[src/rtl/vga_bank_pkg.sv]
package vga_bank_pkg;

  // True when v lies in the half-open window [lo, lo+len).
  function automatic logic in_window(input int unsigned v,
                                     input int unsigned lo,
                                     input int unsigned len);
    return (v >= lo) && (v < lo + len);
  endfunction

  typedef enum logic {
    BANK_LOW  = 1'b0,
    BANK_HIGH = 1'b1
  } bank_e;

endpackage

[src/rtl/vga_rst_sync.sv]
module vga_rst_sync #(
  parameter int STAGES = 2
) (
  input  logic clk,
  input  logic rst_n_in,
  output logic rst_n_out
);

  logic [STAGES-1:0] stage_q;
  logic [STAGES-1:0] stage_d;

  always_comb begin
    stage_d = {stage_q[STAGES-2:0], 1'b1};
  end

  always_ff @(posedge clk or negedge rst_n_in) begin
    if (!rst_n_in) begin
      stage_q <= '0;
    end else begin
      stage_q <= stage_d;
    end
  end

  assign rst_n_out = stage_q[STAGES-1];

endmodule

[src/rtl/vga_raster_counter.sv]
module vga_raster_counter #(
  parameter  int H_TOTAL = 1056,
  parameter  int V_TOTAL = 628,
  localparam int XW      = $clog2(H_TOTAL),
  localparam int YW      = $clog2(V_TOTAL)
) (
  input  logic          clk,
  input  logic          rst_n,
  output logic [XW-1:0] x,
  output logic [YW-1:0] y,
  output logic          line_last,
  output logic          frame_last
);

  localparam logic [XW-1:0] X_LAST = XW'(H_TOTAL - 1);
  localparam logic [YW-1:0] Y_LAST = YW'(V_TOTAL - 1);

  logic [XW-1:0] x_d;
  logic [YW-1:0] y_d;
  logic          y_en;

  always_comb begin
    line_last  = (x == X_LAST);
    frame_last = line_last && (y == Y_LAST);
    x_d        = line_last ? '0 : x + 1'b1;
    y_en       = line_last;
    y_d        = (y == Y_LAST) ? '0 : y + 1'b1;
  end

  always_ff @(posedge clk or negedge rst_n) begin
    if (!rst_n) begin
      x <= '0;
    end else begin
      x <= x_d;
    end
  end

  always_ff @(posedge clk or negedge rst_n) begin
    if (!rst_n) begin
      y <= '0;
    end else if (y_en) begin
      y <= y_d;
    end
  end

  p_x_range_r1: assert property (@(posedge clk) disable iff (!rst_n)
    int'(x) < H_TOTAL);
  p_y_range_r1: assert property (@(posedge clk) disable iff (!rst_n)
    int'(y) < V_TOTAL);
  p_x_wrap_r1: assert property (@(posedge clk) disable iff (!rst_n)
    line_last |=> (x == '0));
  p_y_hold_r1: assert property (@(posedge clk) disable iff (!rst_n)
    !line_last |=> $stable(y));

endmodule

[src/rtl/vga_sync_gen.sv]
module vga_sync_gen
  import vga_bank_pkg::*;
#(
  parameter int H_VIS  = 800,
  parameter int H_FP   = 40,
  parameter int H_SYNC = 128,
  parameter int V_VIS  = 600,
  parameter int V_FP   = 1,
  parameter int V_SYNC = 4,
  parameter int XW     = 11,
  parameter int YW     = 10
) (
  input  logic [XW-1:0] x,
  input  logic [YW-1:0] y,
  output logic          hsync,
  output logic          vsync,
  output logic          active
);

  localparam int unsigned HS_START = H_VIS + H_FP;
  localparam int unsigned VS_START = V_VIS + V_FP;

  always_comb begin
    hsync  = in_window(int'(x), HS_START, H_SYNC);
    vsync  = in_window(int'(y), VS_START, V_SYNC);
    active = (int'(x) < H_VIS) && (int'(y) < V_VIS);
  end

endmodule

[src/rtl/vga_bank_ctrl.sv]
module vga_bank_ctrl
  import vga_bank_pkg::*;
(
  input  logic clk,
  input  logic rst_n,
  input  logic frame_last,
  input  logic ready,
  output logic disp_bank,
  output logic swap_ack
);

  bank_e bank_q, bank_d;
  logic  armed_q, armed_d;
  logic  ack_q, ack_d;
  logic  swap;

  always_comb begin
    swap    = frame_last && armed_q && ready;
    bank_d  = swap ? bank_e'(~bank_q) : bank_q;
    ack_d   = swap;
    if (swap) begin
      armed_d = 1'b0;
    end else if (!ready) begin
      armed_d = 1'b1;
    end else begin
      armed_d = armed_q;
    end
  end

  always_ff @(posedge clk or negedge rst_n) begin
    if (!rst_n) begin
      bank_q  <= BANK_LOW;
      armed_q <= 1'b0;
      ack_q   <= 1'b0;
    end else begin
      bank_q  <= bank_d;
      armed_q <= armed_d;
      ack_q   <= ack_d;
    end
  end

  assign disp_bank = bank_q;
  assign swap_ack  = ack_q;

  p_bank_frame_end_r5: assert property (@(posedge clk) disable iff (!rst_n)
    !$stable(bank_q) |-> $past(frame_last));
  p_midframe_ignore_r6: assert property (@(posedge clk) disable iff (!rst_n)
    !frame_last |=> $stable(bank_q));
  p_ack_single_r7: assert property (@(posedge clk) disable iff (!rst_n)
    ack_q |=> !ack_q);
  p_ack_with_toggle_r7: assert property (@(posedge clk) disable iff (!rst_n)
    ack_q |-> (bank_q != $past(bank_q)));
  p_disarmed_hold_r8: assert property (@(posedge clk) disable iff (!rst_n)
    (frame_last && !armed_q) |=> ($stable(bank_q) && !ack_q));
  p_disarm_after_swap_r8: assert property (@(posedge clk) disable iff (!rst_n)
    ack_q |-> !armed_q);

endmodule

[src/rtl/vga_dbuf_ctrl.sv]
module vga_dbuf_ctrl #(
  parameter  int H_VIS   = 800,
  parameter  int H_FP    = 40,
  parameter  int H_SYNC  = 128,
  parameter  int H_BP    = 88,
  parameter  int V_VIS   = 600,
  parameter  int V_FP    = 1,
  parameter  int V_SYNC  = 4,
  parameter  int V_BP    = 23,
  localparam int H_TOTAL = H_VIS + H_FP + H_SYNC + H_BP,
  localparam int V_TOTAL = V_VIS + V_FP + V_SYNC + V_BP,
  localparam int XW      = $clog2(H_TOTAL),
  localparam int YW      = $clog2(V_TOTAL),
  localparam int AW      = 1 + YW + XW
) (
  input  logic          clk,
  input  logic          rst_n,
  input  logic          host_ready,
  output logic [XW-1:0] pix_x,
  output logic [YW-1:0] pix_y,
  output logic          hsync,
  output logic          vsync,
  output logic          video_active,
  output logic          disp_bank,
  output logic          host_bank,
  output logic [AW-1:0] pix_addr,
  output logic          swap_ack
);

  logic rst_n_sync;
  logic line_last;
  logic frame_last;

  vga_rst_sync #(
    .STAGES (2)
  ) u_rst_sync (
    .clk       (clk),
    .rst_n_in  (rst_n),
    .rst_n_out (rst_n_sync)
  );

  vga_raster_counter #(
    .H_TOTAL (H_TOTAL),
    .V_TOTAL (V_TOTAL)
  ) u_raster (
    .clk        (clk),
    .rst_n      (rst_n_sync),
    .x          (pix_x),
    .y          (pix_y),
    .line_last  (line_last),
    .frame_last (frame_last)
  );

  vga_sync_gen #(
    .H_VIS  (H_VIS),
    .H_FP   (H_FP),
    .H_SYNC (H_SYNC),
    .V_VIS  (V_VIS),
    .V_FP   (V_FP),
    .V_SYNC (V_SYNC),
    .XW     (XW),
    .YW     (YW)
  ) u_sync (
    .x      (pix_x),
    .y      (pix_y),
    .hsync  (hsync),
    .vsync  (vsync),
    .active (video_active)
  );

  vga_bank_ctrl u_bank (
    .clk        (clk),
    .rst_n      (rst_n_sync),
    .frame_last (frame_last),
    .ready      (host_ready),
    .disp_bank  (disp_bank),
    .swap_ack   (swap_ack)
  );

  assign host_bank = ~disp_bank;
  assign pix_addr  = {disp_bank, pix_y, pix_x};

  p_hsync_blank_r2: assert property (@(posedge clk) disable iff (!rst_n_sync)
    hsync |-> !video_active);
  p_vsync_blank_r3: assert property (@(posedge clk) disable iff (!rst_n_sync)
    vsync |-> !video_active);
  p_ack_at_origin_r7: assert property (@(posedge clk) disable iff (!rst_n_sync)
    swap_ack |-> (pix_x == '0 && pix_y == '0));
  p_line_end_blank_r4: assert property (@(posedge clk) disable iff (!rst_n_sync)
    line_last |-> !video_active);

endmodule

[config.mk]
export PLATFORM = sky130hd
export DESIGN_NAME = vga_dbuf_ctrl
export DESIGN_NICKNAME = d
export VERILOG_FILES = /design/src/rtl/vga_bank_pkg.sv /design/src/rtl/vga_rst_sync.sv /design/src/rtl/vga_raster_counter.sv /design/src/rtl/vga_sync_gen.sv /design/src/rtl/vga_bank_ctrl.sv /design/src/rtl/vga_dbuf_ctrl.sv
export SDC_FILE = /design/constraint.sdc
export NUM_CORES = 1
export LEC_CHECK = 0
export CAP_MARGIN = 40
export CORE_MARGIN = 5
export CORE_UTILIZATION = 49
export CTS_CLUSTER_DIAMETER = 100
export DETAILED_ROUTE_END_ITERATION = 12
export PLACE_DENSITY = 0.85
export SYNTH_ARGS = -nofsm -noshare
export SYNTH_HDL_FRONTEND = slang
export SYNTH_SLANG_ARGS = --single-unit
[constraint.sdc]
create_clock -name clk -period 3.3 [get_ports clk]
set_input_delay 0.66 -clock clk [delete_from_list [all_inputs] [get_ports clk]]
set_output_delay 0.66 -clock clk [all_outputs]
set_load 0.1 [all_outputs]
==> results of run 1 <==
## per-stage QoR
stage	util (%)	hold slack [ns]	setup WS (ns)	area (µm²)
5_1_grt	61.7	0.238	0.646	1870
2_1_floorplan	-	0.307	0.229	1550
6_report	61.7	0.190	0.739	1870
4_1_cts	61.7	0.206	0.729	1870
3_3_place_gp	60.0	0.340	1.15	1820
3_5_place_dp	60.5	0.199	1.11	1830
## Yosys cell counts (2+ instances only)
library cell | instances | area (µm²)
sky130_fd_sc_hd__buf_4 | 22 | 165
sky130_fd_sc_hd__dfrtp_1 | 26 | 651
sky130_fd_sc_hd__ha_1 | 5 | 62.6
sky130_fd_sc_hd__nor2_1 | 6 | 22.5
sky130_fd_sc_hd__nand3_1 | 11 | 55.1
sky130_fd_sc_hd__nand4_1 | 3 | 18.8
sky130_fd_sc_hd__and3_1 | 8 | 50.1
sky130_fd_sc_hd__nand2_1 | 10 | 37.5
sky130_fd_sc_hd__a21oi_1 | 4 | 20.0
sky130_fd_sc_hd__o21ai_0 | 5 | 25.0
sky130_fd_sc_hd__nor3_1 | 4 | 20.0
sky130_fd_sc_hd__inv_1 | 10 | 37.5
sky130_fd_sc_hd__buf_2 | 3 | 15.0
sky130_fd_sc_hd__xor2_1 | 5 | 43.8
sky130_fd_sc_hd__a211oi_1 | 2 | 15.0
sky130_fd_sc_hd__mux2i_1 | 2 | 20.0
sky130_fd_sc_hd__xnor2_1 | 8 | 70.1
## routing by layer
metal / wire [µm] / vias up / track usage (%)
met3: 182 / 2 / 2.89
li1: - / 562 / -
met4: 15 / 0 / 3.63
met5: 0 / - / 0
met2: 1640 / 25 / 26.7
met1: 1300 / 564 / 18.5
## state kept, by name, summed over array words and instances (netlist names)
register	flops
u_bank.armed_q	1
u_bank.disp_bank	1
u_bank.swap_ack	1
u_raster.x	11
u_raster.y	10
u_rst_sync.stage_q	2
## report_power, final
part / internal (µW) / switching [µW] / total (µW)
Clock: 67.4 / 92.9 / 160
Combinational: 6.70 / 20.3 / 27.0
Sequential: 320 / 3.25 / 324
## cell usage in the layout (no fill, tap or decap), drive strengths merged, types with 4 or more instances in the layout
cell type / count
a21oi: 4
and3: 8
buf: 50
clkbuf: 4
dfrtp: 26
ha: 5
inv: 10
nand2: 10
nand3: 12
nor2: 6
nor3: 5
o21ai: 6
xnor2: 8
xor2: 5
## how the worst min path moves through the flow
stage	endpoint	start	slack (ns)
floorplan	u_bank.armed_q	u_rst_sync.stage_q[1]	0.31
global placement	u_rst_sync.stage_q[1]	u_rst_sync.stage_q[0]	0.34
detailed placement	u_bank.disp_bank	u_rst_sync.stage_q[1]	0.20
CTS	u_raster.x[2]	u_rst_sync.stage_q[1]	0.21
global route	u_raster.x[2]	u_rst_sync.stage_q[1]	0.24
finish	u_raster.x[2]	u_rst_sync.stage_q[1]	0.19
## kinds of logic after synthesis
logic type / count (synthesis) / synth area share [%]
multiplexers: 3 / 2.04
XOR/XNOR: 13 / 7.44
AND/OR/NAND/NOR: 55 / 23.2
AO/OA/AOI/OAI: 16 / 6.21
adder cells (fa/ha/maj): 5 / 4.09
buffers and inverters: 35 / 14.2
other: 1 / 0.245
flip-flops: 26 / 42.5
## area by class of cell
| cell class | instances | area (µm²) | share of cell area (%) |
|---|---|---|---|
| Timing Repair Buffer | 52 | 403 | 21.6 |
| Clock buffer | 4 | 36.3 | 1.94 |
| Tap cell | 44 | 55.1 | 2.95 |
| Sequential cell | 26 | 651 | 34.8 |
| Inverter | 10 | 37.5 | 2.01 |
| Multi-Input combinational cell | 93 | 686 | 36.7 |
==> insert_results.sql, run 1 <==
INSERT INTO impl_metrics (metric_group, metric, value, unit) VALUES
('final_layout', 'finish.net_count', '194', ''),
('route', 'ant_nets', '0', ''),
('worst_setup_path', 'critical_path_required', '2.64', 'ns'),
('route', 'routed_wirelength', '3.13', 'mm'),
('worst_setup_path', 'worstPathArrival', '1.90', 'ns'),
('pwr', 'post-layout-total-power', '511', 'µW'),
('timing', 'setup_violations', '0', ''),
('pwr', 'powerDensity', '274', 'nW/µm²'),
('yosys', 'synth.ff_latch_count', '26', ''),
('worst_setup_path', 'slowest_delay', '0.51', 'ns'),
('clock_network', 'ctsHtreeMaxLevel', '1', ''),
('worst_setup_path', 'worst_setup_path_start_kind', 'flop', ''),
('floorplan', 'dieHeight', '65.9', 'µm'),
('timing', 'maxSlewViolCount', '0', ''),
('final_layout', 'fill_cells', '255', ''),
('worst_setup_path', 'rr_worst_depth', '5', ''),
('yosys', 'synth.yosys.warnings', '0', ''),
('route', 'total_drc_errors_in_the_routed_layout', '0', ''),
('final_layout', 'n_antenna_cell', '0', ''),
('route', 'route.detailed.wl_per_inst', '13.7', 'µm'),
('clock_network', 'cts.path.max_buffers', '2', ''),
('timing', 'tns', '0', 'ns'),
('clock_network', 'clk-insertion-delay-late', '0.32', 'ns'),
('timing', 'final_hold_violations', '0', ''),
('yosys', 'synth-edff-count', '0', ''),
('yosys', 'post_synth_net_total', '162', ''),
('final_layout', 'finalNonFillerCells', '229', ''),
('grt', 'maximum_number_of_pins_on_one_net_before_global_route_repair', '16', ''),
('placement', 'place.detailed.instances', '225', ''),
('worst_setup_path', 'critical_path.endpoint_type', 'primary output', ''),
('placement', 'detailedPlacementHpwl', '2.45', 'mm'),
('clock_network', 'cts_tree', 'done', ''),
('timing', 'finalCriticalPeriod', '2.56', 'ns'),
('worst_setup_path', 'path_buf_inv', '1', ''),
('floorplan', 'die-width', '65.9', 'µm'),
('yosys', 'netlist_instances', '154', ''),
('yosys', 'synth_area_per_cell', '9.94', 'µm²'),
('floorplan', 'top_level_ports', '52', ''),
('pwr', 'worst_ir_drop_vdd', '0.000152', 'V'),
('floorplan', 'placementRows', '20', ''),
('yosys', 'synth.lib_cells_used.distinct', '37', ''),
('yosys', 'synth_async_sr_flop_share', '100', '%'),
('floorplan', 'core_area', '3030', 'µm²'),
('grt', 'grt_pass1_wl', '5.13', 'mm'),
('placement', 'globalplace.congestion', '0.752', ''),
('grt', 'grt_pass1_vias', '1092', ''),
('worst_setup_path', 'critical_path_cell_count', '5', ''),
('clock_network', 'tritoncts.num_buffers', '3', ''),
('clock_network', 'cts_sink_count', '26', ''),
('worst_setup_path', 'crit-reg2reg-capture', 'u_raster.y[7]', ''),
('grt', 'globalRoute.totalOverflow', '0', ''),
('route', 'via_per_inst', '5.03', ''),
('clock_network', 'cts.reportedPaths.clkPinSlew', '0.14', 'ns'),
('worst_setup_path', 'timing.critical_path.from', 'u_raster.y[3]', ''),
('worst_setup_path', 'reg2reg_start', 'u_raster.x[0]', ''),
('timing', 'clock-skew-final', '0.00693', 'ns'),
('route', 'firstDrtPassIters', '4', ''),
('worst_setup_path', 'crit_path_end', 'video_active', ''),
('clock_network', 'ctsRootBufferMaster', 'sky130_fd_sc_hd__clkbuf_4', ''),
('floorplan', 'floorplan.initialDensity', '50.5', '%'),
('worst_setup_path', 'cp_max_fo', '10', ''),
('worst_setup_path', 'cp_cell_sequence', 'nand2_1 > nand2_1 > a211o_1 > a211oi_4 > buf_4', ''),
('worst_setup_path', 'rrSetupSlack', '1.46', 'ns'),
('yosys', 'dominantRegCellSynth', 'sky130_fd_sc_hd__dfrtp_1', ''),
('grt', 'antenna_found_initial', '0', ''),
('pwr', 'cellLeakagePower', '0.000945', 'µW'),
('grt', 'grt_util_all_layers', '15.0', '%'),
('status', 'run_status', 'finished, final reports clean', ''),
('final_layout', 'syn2layout_area_growth', '22.1', '%'),
('final_layout', 'drive_gt1_share', '34.1', '%'),
('yosys', 'syn-cell-area', '1530', 'µm²');
Note: power is estimated with default switching activity, not from simulation.
==> run 2: changes to the inputs <==
--- a/config.mk
+++ b/config.mk
@@ -7,10 +7,10 @@
 export LEC_CHECK = 0
 export CAP_MARGIN = 40
 export CORE_MARGIN = 5
-export CORE_UTILIZATION = 49
+export CORE_UTILIZATION = 45
 export CTS_CLUSTER_DIAMETER = 100
 export DETAILED_ROUTE_END_ITERATION = 12
-export PLACE_DENSITY = 0.85
+export PLACE_DENSITY = 0.79
 export SYNTH_ARGS = -nofsm -noshare
 export SYNTH_HDL_FRONTEND = slang
 export SYNTH_SLANG_ARGS = --single-unit
==> constraint.sdc (replaced) <==
create_clock -name clk -period 2.7 [get_ports clk]
set_input_delay 0.54 -clock clk [delete_from_list [all_inputs] [get_ports clk]]
set_output_delay 0.54 -clock clk [all_outputs]
set_load 0.1 [all_outputs]
==> run 2 against run 1 <==
Against the previous run:
- sequential share of layout area shrank 0.44 points
- worst setup slack lost 0.33 ns
- first-iteration DRC count shrank 26%
- global-route usage shrank 0.12 points
- via count grew 0.69%
- core utilization shrank 4.2 points
- clock skew grew 0.0030 ns
- clock-buffer cell count is the same
- worst hold slack gained 0.0021 ns
- largest cell class unchanged
- clock power grew 8%
==> insert_results.sql, run 2 (synthesis gave the netlist of run 1 again) <==
INSERT INTO impl_metrics (metric_group, metric, value, unit) VALUES
('grt', 'antenna_found_initial', '0', ''),
('route', 'drt-initial-drc-count', '55', ''),
('pwr', 'post-layout-total-power', '601', 'µW'),
('floorplan', 'top_level_ports', '52', ''),
('worst_setup_path', 'critical_path_required', '2.16', 'ns'),
('timing', 'finalHoldWorstSlack', '0.192', 'ns'),
('final_layout', 'fill_cells', '314', ''),
('job', 'cap_violations', '0', ''),
('status', 'run_status', 'finished, final reports clean', ''),
('placement', 'place.detailed.instances', '227', ''),
('final_layout', 'finish.net_count', '194', ''),
('clock_network', 'cts.repair_timing.setup_buffer_count', '0', ''),
('placement', 'globalplace.congestion', '0.770', ''),
('final_layout', 'most-common-layout-cells', 'sky130_fd_sc_hd__buf_4, sky130_fd_sc_hd__dfrtp_1, sky130_fd_sc_hd__nand3_1, sky130_fd_sc_hd__inv_1, sky130_fd_sc_hd__nand2_1', ''),
('route', 'via_per_inst', '5.03', ''),
('final_layout', 'finalNonFillerCells', '231', ''),
('clock_network', 'cts.reportedPaths.clkPinSlew', '0.15', 'ns'),
('floorplan', 'die_area', '4670', 'µm²'),
('grt', 'grtUsageMet2', '24.9', '%'),
('route', 'firstDrtPassIters', '4', ''),
('final_layout', 'syn2layout_area_growth', '24.4', '%'),
('clock_network', 'cts.path.max_buffers', '2', ''),
('grt', 'top_usage_layer', 'met2', ''),
('final_layout', 'layout_commonest_cell', 'sky130_fd_sc_hd__buf_4', ''),
('pwr', 'worst_ir_drop_vdd', '0.000192', 'V'),
('floorplan', 'core_area', '3310', 'µm²'),
('final_layout', 'final_core_utilization', '57.5', '%'),
('clock_network', 'cts_sink_count', '26', ''),
('pwr', 'cellLeakagePower', '0.000946', 'µW'),
('timing', 'final_min_period_over_clock_period', '84.9', '%'),
('grt', 'grt_pass1_vias', '1089', ''),
('route', 'total_drc_errors_in_the_routed_layout', '0', ''),
('floorplan', 'dieHeight', '68.3', 'µm'),
('final_layout', 'drive_gt1_share', '35.7', '%'),
('route', 'route.detailed.wl_per_inst', '14.1', 'µm'),
('timing', 'final_hold_violations', '0', ''),
('worst_setup_path', 'reg2reg_start', 'u_raster.x[0]', ''),
('worst_setup_path', 'crit-reg2reg-capture', 'u_raster.y[5]', ''),
('placement', 'detailedPlacementHpwl', '2.59', 'mm'),
('timing', 'finalCriticalPeriod', '2.29', 'ns'),
('timing', 'grt_setup_unrepaired', 'false', ''),
('clock_network', 'ctsHtreeMaxLevel', '1', ''),
('clock_network', 'cts_resized', '0', ''),
('grt', 'grt_util_all_layers', '14.9', '%'),
('pwr', 'powerDensity', '316', 'nW/µm²'),
('grt', 'maximum_number_of_pins_on_one_net_before_global_route_repair', '16', ''),
('final_layout', 'n_antenna_cell', '0', ''),
('worst_setup_path', 'critical_path.endpoint_type', 'primary output', ''),
('route', 'ant_nets', '0', ''),
('grt', 'globalRoute.totalOverflow', '0', ''),
('worst_setup_path', 'crit_type', 'reg -> out', ''),
('timing', 'maxSlewViolCount', '0', ''),
('floorplan', 'die-width', '68.3', 'µm'),
('timing', 'clock-skew-final', '0.00994', 'ns'),
('timing', 'setup_violations', '0', ''),
('grt', 'met3_usage', '2.96', '%'),
('floorplan', 'floorplan.initialDensity', '46.2', '%'),
('worst_setup_path', 'worstPathArrival', '1.75', 'ns'),
('worst_setup_path', 'timing.critical_path.from', 'u_raster.y[3]', ''),
('placement', 'port_buffers', '51', ''),
('route', 'total_vias_in_the_final_route', '1161', ''),
('grt', 'globalRouteMet1Util', '19.2', '%'),
('final_layout', 'max_flop_register', 'u_raster.x', ''),
('clock_network', 'cts_tree', 'done', ''),
('clock_network', 'ctsRootBufferMaster', 'sky130_fd_sc_hd__clkbuf_4', ''),
('min_path', 'hold_class', 'reg -> async', ''),
('clock_network', 'ctsHoldBuffers', '0', ''),
('final_layout', 'number_of_flip_flops_in_the_largest_register', '11', ''),
('worst_setup_path', 'rr_worst_depth', '5', ''),
('grt', 'grt_pass1_wl', '5.22', 'mm'),
('final_layout', 'largest_registers', 'u_raster.x: 11 flops, u_raster.y: 10 flops, u_rst_sync.stage_q: 2 flops', ''),
('timing', 'timing.fmax', '0.436', 'GHz'),
('floorplan', 'placementRows', '21', ''),
('worst_setup_path', 'worst_setup_path_start_kind', 'flop', ''),
('worst_setup_path', 'cp_max_fo', '10', ''),
('route', 'routed_wirelength', '3.27', 'mm'),
('worst_setup_path', 'rrSetupSlack', '0.82', 'ns'),
('clock_network', 'clk-insertion-delay-late', '0.32', 'ns'),
('clock_network', 'tritoncts.num_buffers', '3', '');
-- run 2: per-stage QoR --
stage	setup slack, ns	area, µm²	setup TNS [ns]
3_3_place_gp	0.787	1860	0
6_report	0.407	1900	0
2_1_floorplan	-0.0940	1560	-0.0940
4_1_cts	0.393	1900	0
3_5_place_dp	0.761	1880	0
5_1_grt	0.287	1900	0
-- run 2: worst max-delay path, stage by stage, from the launching register on --
cell and delay, ns:
sky130_fd_sc_hd__dfrtp_2 0.49, sky130_fd_sc_hd__nand2_1 0.11, sky130_fd_sc_hd__nand2_1 0.06, sky130_fd_sc_hd__a211o_1 0.32, sky130_fd_sc_hd__a211oi_4 0.24, sky130_fd_sc_hd__buf_12 0.21
-- run 2: layout make-up --
cell class	count	area [µm²]	share of cell area [%]
multi-input combinational	93	687	36.1
timing repair buffer	52	440	23.1
sequential	26	654	34.4
tap	46	57.6	3.02
clock buffer	4	26.3	1.38
inverter	10	37.5	1.97
-- run 2: worst max-delay path by stage --
stage | endpoint | slack, ns | cells after the start
final | video_active | 0.41 | 5
after global placement | video_active | 0.79 | 5
after global routing | video_active | 0.29 | 4
after CTS | video_active | 0.39 | 4
after detailed placement | video_active | 0.76 | 5
after floorplan | video_active | -0.09 | 4
-- run 2: layer usage --
metal | vias to the layer above | share of wire [%]
li1 | 563 | -
met1 | 564 | 41
met2 | 30 | 52
met3 | 4 | 5.8
met4 | 0 | 0.77
met5 | - | 0
-- run 2: report_power, final --
group	total, µW	switching [µW]	leakage [µW]	internal (µW)
logic	33.0	24.8	0.000594	8.20
clock network	173	115	0.0000150	57.8
registers	396	3.90	0.000338	392
total	601	143	0.000946	458
==> run 3: changes to the inputs <==
--- a/config.mk
+++ b/config.mk
@@ -7,10 +7,10 @@
 export LEC_CHECK = 0
 export CAP_MARGIN = 40
 export CORE_MARGIN = 5
-export CORE_UTILIZATION = 45
+export CORE_UTILIZATION = 41
 export CTS_CLUSTER_DIAMETER = 100
 export DETAILED_ROUTE_END_ITERATION = 12
-export PLACE_DENSITY = 0.79
+export PLACE_DENSITY = 0.76
 export SYNTH_ARGS = -nofsm -noshare
 export SYNTH_HDL_FRONTEND = slang
 export SYNTH_SLANG_ARGS = --single-unit
==> constraint.sdc (replaced) <==
create_clock -name clk -period 2.1 [get_ports clk]
set_input_delay 0.42 -clock clk [delete_from_list [all_inputs] [get_ports clk]]
set_output_delay 0.42 -clock clk [all_outputs]
set_load 0.1 [all_outputs]
==> run 3 against run 2 <==
Against the previous run:
- design area is 6.1% higher
- first-iteration DRC count is 40% higher
- worst setup slack worse by 0.33 ns
==> insert_results.sql, run 3 (synthesis gave the netlist of run 1 again) <==
INSERT INTO impl_metrics (metric_group, metric, value, unit) VALUES
('status', 'run_status', 'finished, final reports clean', ''),
('final_layout', 'number_of_flip_flops_in_the_largest_register', '11', ''),
('grt', 'grt_util_all_layers', '13.3', '%'),
('route', 'route.detailed.wl_per_inst', '14.0', 'µm'),
('timing', 'finalCriticalPeriod', '2.02', 'ns'),
('placement', 'place.detailed.instances', '229', ''),
('timing', 'final_min_period_over_clock_period', '96.4', '%'),
('job', 'cap_violations', '0', ''),
('floorplan', 'dieHeight', '71.1', 'µm'),
('clock_network', 'cts_tree', 'done', ''),
('placement', 'port_buffers', '51', ''),
('worst_setup_path', 'slowest_delay', '0.48', 'ns'),
('worst_setup_path', 'worst_setup_path_start_kind', 'flop', ''),
('final_layout', 'final_cell_area', '2020', 'µm²'),
('worst_setup_path', 'crit_type', 'reg -> out', ''),
('worst_setup_path', 'rrSetupSlack', '0.28', 'ns'),
('final_layout', 'fill_cells', '325', ''),
('clock_network', 'ctsHoldBuffers', '0', ''),
('worst_setup_path', 'slowest_stage', 'sky130_fd_sc_hd__dfrtp_4', ''),
('final_layout', 'largest_registers', 'u_raster.x: 11 flops, u_raster.y: 10 flops, u_rst_sync.stage_q: 2 flops', ''),
('timing', 'finalWorstSetupSlack', '0.0753', 'ns'),
('timing', 'setup_violations', '0', ''),
('timing', 'final_hold_violations', '0', ''),
('route', 'total_drc_errors_in_the_routed_layout', '0', ''),
('clock_network', 'tritoncts.num_buffers', '3', ''),
('placement', 'detailedPlace.worstSlack', '0.292', 'ns'),
('final_layout', 'finalNonFillerCells', '236', ''),
('worst_setup_path', 'cp_max_fo', '2', ''),
('clock_network', 'cts.reportedPaths.clkPinSlew', '0.09', 'ns'),
('placement', 'detailedPlacementHpwl', '2.47', 'mm'),
('worst_setup_path', 'cp_cell_sequence', 'nand2_2 > nand2_1 > a211o_1 > a211oi_4 > buf_12', ''),
('floorplan', 'top_level_ports', '52', ''),
('final_layout', 'most-common-layout-cells', 'sky130_fd_sc_hd__buf_4, sky130_fd_sc_hd__dfrtp_2, sky130_fd_sc_hd__nand3_1, sky130_fd_sc_hd__nand2_1', ''),
('route', 'via_per_inst', '4.92', ''),
('timing', 'clock-skew-final', '0.00449', 'ns'),
('final_layout', 'layout_commonest_cell', 'sky130_fd_sc_hd__buf_4', ''),
('grt', 'antenna_found_initial', '0', ''),
('grt', 'maximum_number_of_pins_on_one_net_before_global_route_repair', '16', ''),
('floorplan', 'die_area', '5050', 'µm²'),
('floorplan', 'core_area', '3630', 'µm²'),
('pwr', 'worst_ir_drop_vdd', '0.000332', 'V'),
('final_layout', 'max_flop_register', 'u_raster.x', ''),
('worst_setup_path', 'critical_path.endpoint_type', 'primary output', ''),
('timing', 'grt_setup_unrepaired', 'true', ''),
('final_layout', 'n_antenna_cell', '0', ''),
('floorplan', 'die-width', '71.1', 'µm'),
('route', 'firstDrtPassIters', '4', ''),
('grt', 'grt_pass1_vias', '1113', ''),
('placement', 'globalplace.congestion', '0.853', ''),
('final_layout', 'syn2layout_area_growth', '32.0', '%'),
('worst_setup_path', 'worstPathArrival', '1.60', 'ns'),
('clock_network', 'cts_sink_count', '26', ''),
('clock_network', 'ctsRootBufferMaster', 'sky130_fd_sc_hd__clkbuf_8', ''),
('route', 'total_vias_in_the_final_route', '1161', ''),
('worst_setup_path', 'critical_path_required', '1.68', 'ns'),
('min_path', 'hold_class', 'reg -> async', ''),
('timing', 'timing.fmax', '0.494', 'GHz'),
('pwr', 'powerDensity', '475', 'nW/µm²'),
('timing', 'maxSlewViolCount', '0', ''),
('clock_network', 'cts.path.max_buffers', '2', ''),
('clock_network', 'clk-insertion-delay-late', '0.27', 'ns'),
('final_layout', 'drive_gt1_share', '48.9', '%'),
('clock_network', 'ctsHtreeMaxLevel', '1', ''),
('placement', 'placed_cell_area', '1930', 'µm²'),
('floorplan', 'placementRows', '22', ''),
('grt', 'globalRoute.totalOverflow', '0', ''),
('route', 'ant_nets', '0', ''),
('grt', 'grt_pass1_wl', '5.53', 'mm'),
('final_layout', 'finish.net_count', '197', ''),
('floorplan', 'floorplan.initialDensity', '42.1', '%'),
('pwr', 'cellLeakagePower', '0.000955', 'µW'),
('route', 'drt-initial-drc-count', '77', ''),
('route', 'routed_wirelength', '3.30', 'mm');
-- run 3: cell types whose count changed in the layout (fill, tap and decap cells not counted), sizes merged --
cell	before	now
buf	50	53
bufinv	0	1
clkbuf	4	3
-- run 3: per-layer routing --
layer  global-route usage, %  wire (µm)  part of all wire, %  vias to the layer above
li1                        -          -                    -                      572
met1                    17.4       1410                   43                      560
met2                    22.1       1690                   51                       25
met3                    2.84        164                  5.0                        4
met4                    3.76         31                 0.94                        0
met5                       0          0                    0                        -
-- run 3: final cells by class --
type	count	area, µm²	area share, %
clock inverter	1	30.0	1.49
tap	48	60.1	2.97
sequential	26	692	34.3
inverter	10	37.5	1.86
timing repair buffer	55	455	22.6
clock buffer	3	41.3	2.04
multi-input combinational	93	703	34.8
-- run 3: final timing paths --
path	start	end	cells after the start
max	u_raster.y[3]	video_active	5
min	u_rst_sync.stage_q[1]	u_raster.x[3]	0
max reg2reg	u_raster.x[0]	u_raster.y[3]	5
min reg2reg	u_rst_sync.stage_q[1]	u_raster.x[3]	0
max in group asynchronous	u_rst_sync.stage_q[1]	u_raster.y[0]	1
min in group clk	u_rst_sync.stage_q[0]	u_rst_sync.stage_q[1]	0
-- run 3: worst max-delay path, delay by kind of cell (launching register included) --
family / cells / cell delay (ns)
DFF: 1 / 0.48
buffers and inverters: 1 / 0.21
and+or+nand+nor: 2 / 0.12
AOI/OAI and AO/OA: 2 / 0.52
-- run 3: power breakdown --
| group | internal [µW] | switching (µW) |
|---|---|---|
| Clock | 255 | 157 |
| Sequential | 503 | 5.50 |
| Combinational | 9.19 | 30.8 |
| Total | 767 | 194 |
-- run 3: what timing repair did --
item / 4_1_cts / 5_1_grt
resized for setup: 0 / 2
setup buffers: 2 / 1
hold endpoints to repair: 0 / 0
setup endpoints to repair: 1 / 3
pin swaps: 1 / 0
-- run 3: stage by stage --
stage	utilization [%]	total power [µW]	TNS, ns	hold slack [ns]
CTS	55.4	982	0	0.229
global route	55.6	1010	-0.0258	0.264
detailed placement	53.0	560	0	0.219
finish	55.6	960	0	0.207
global placement	53.0	559	0	0.207
floorplan	-	547	-0.569	0.124
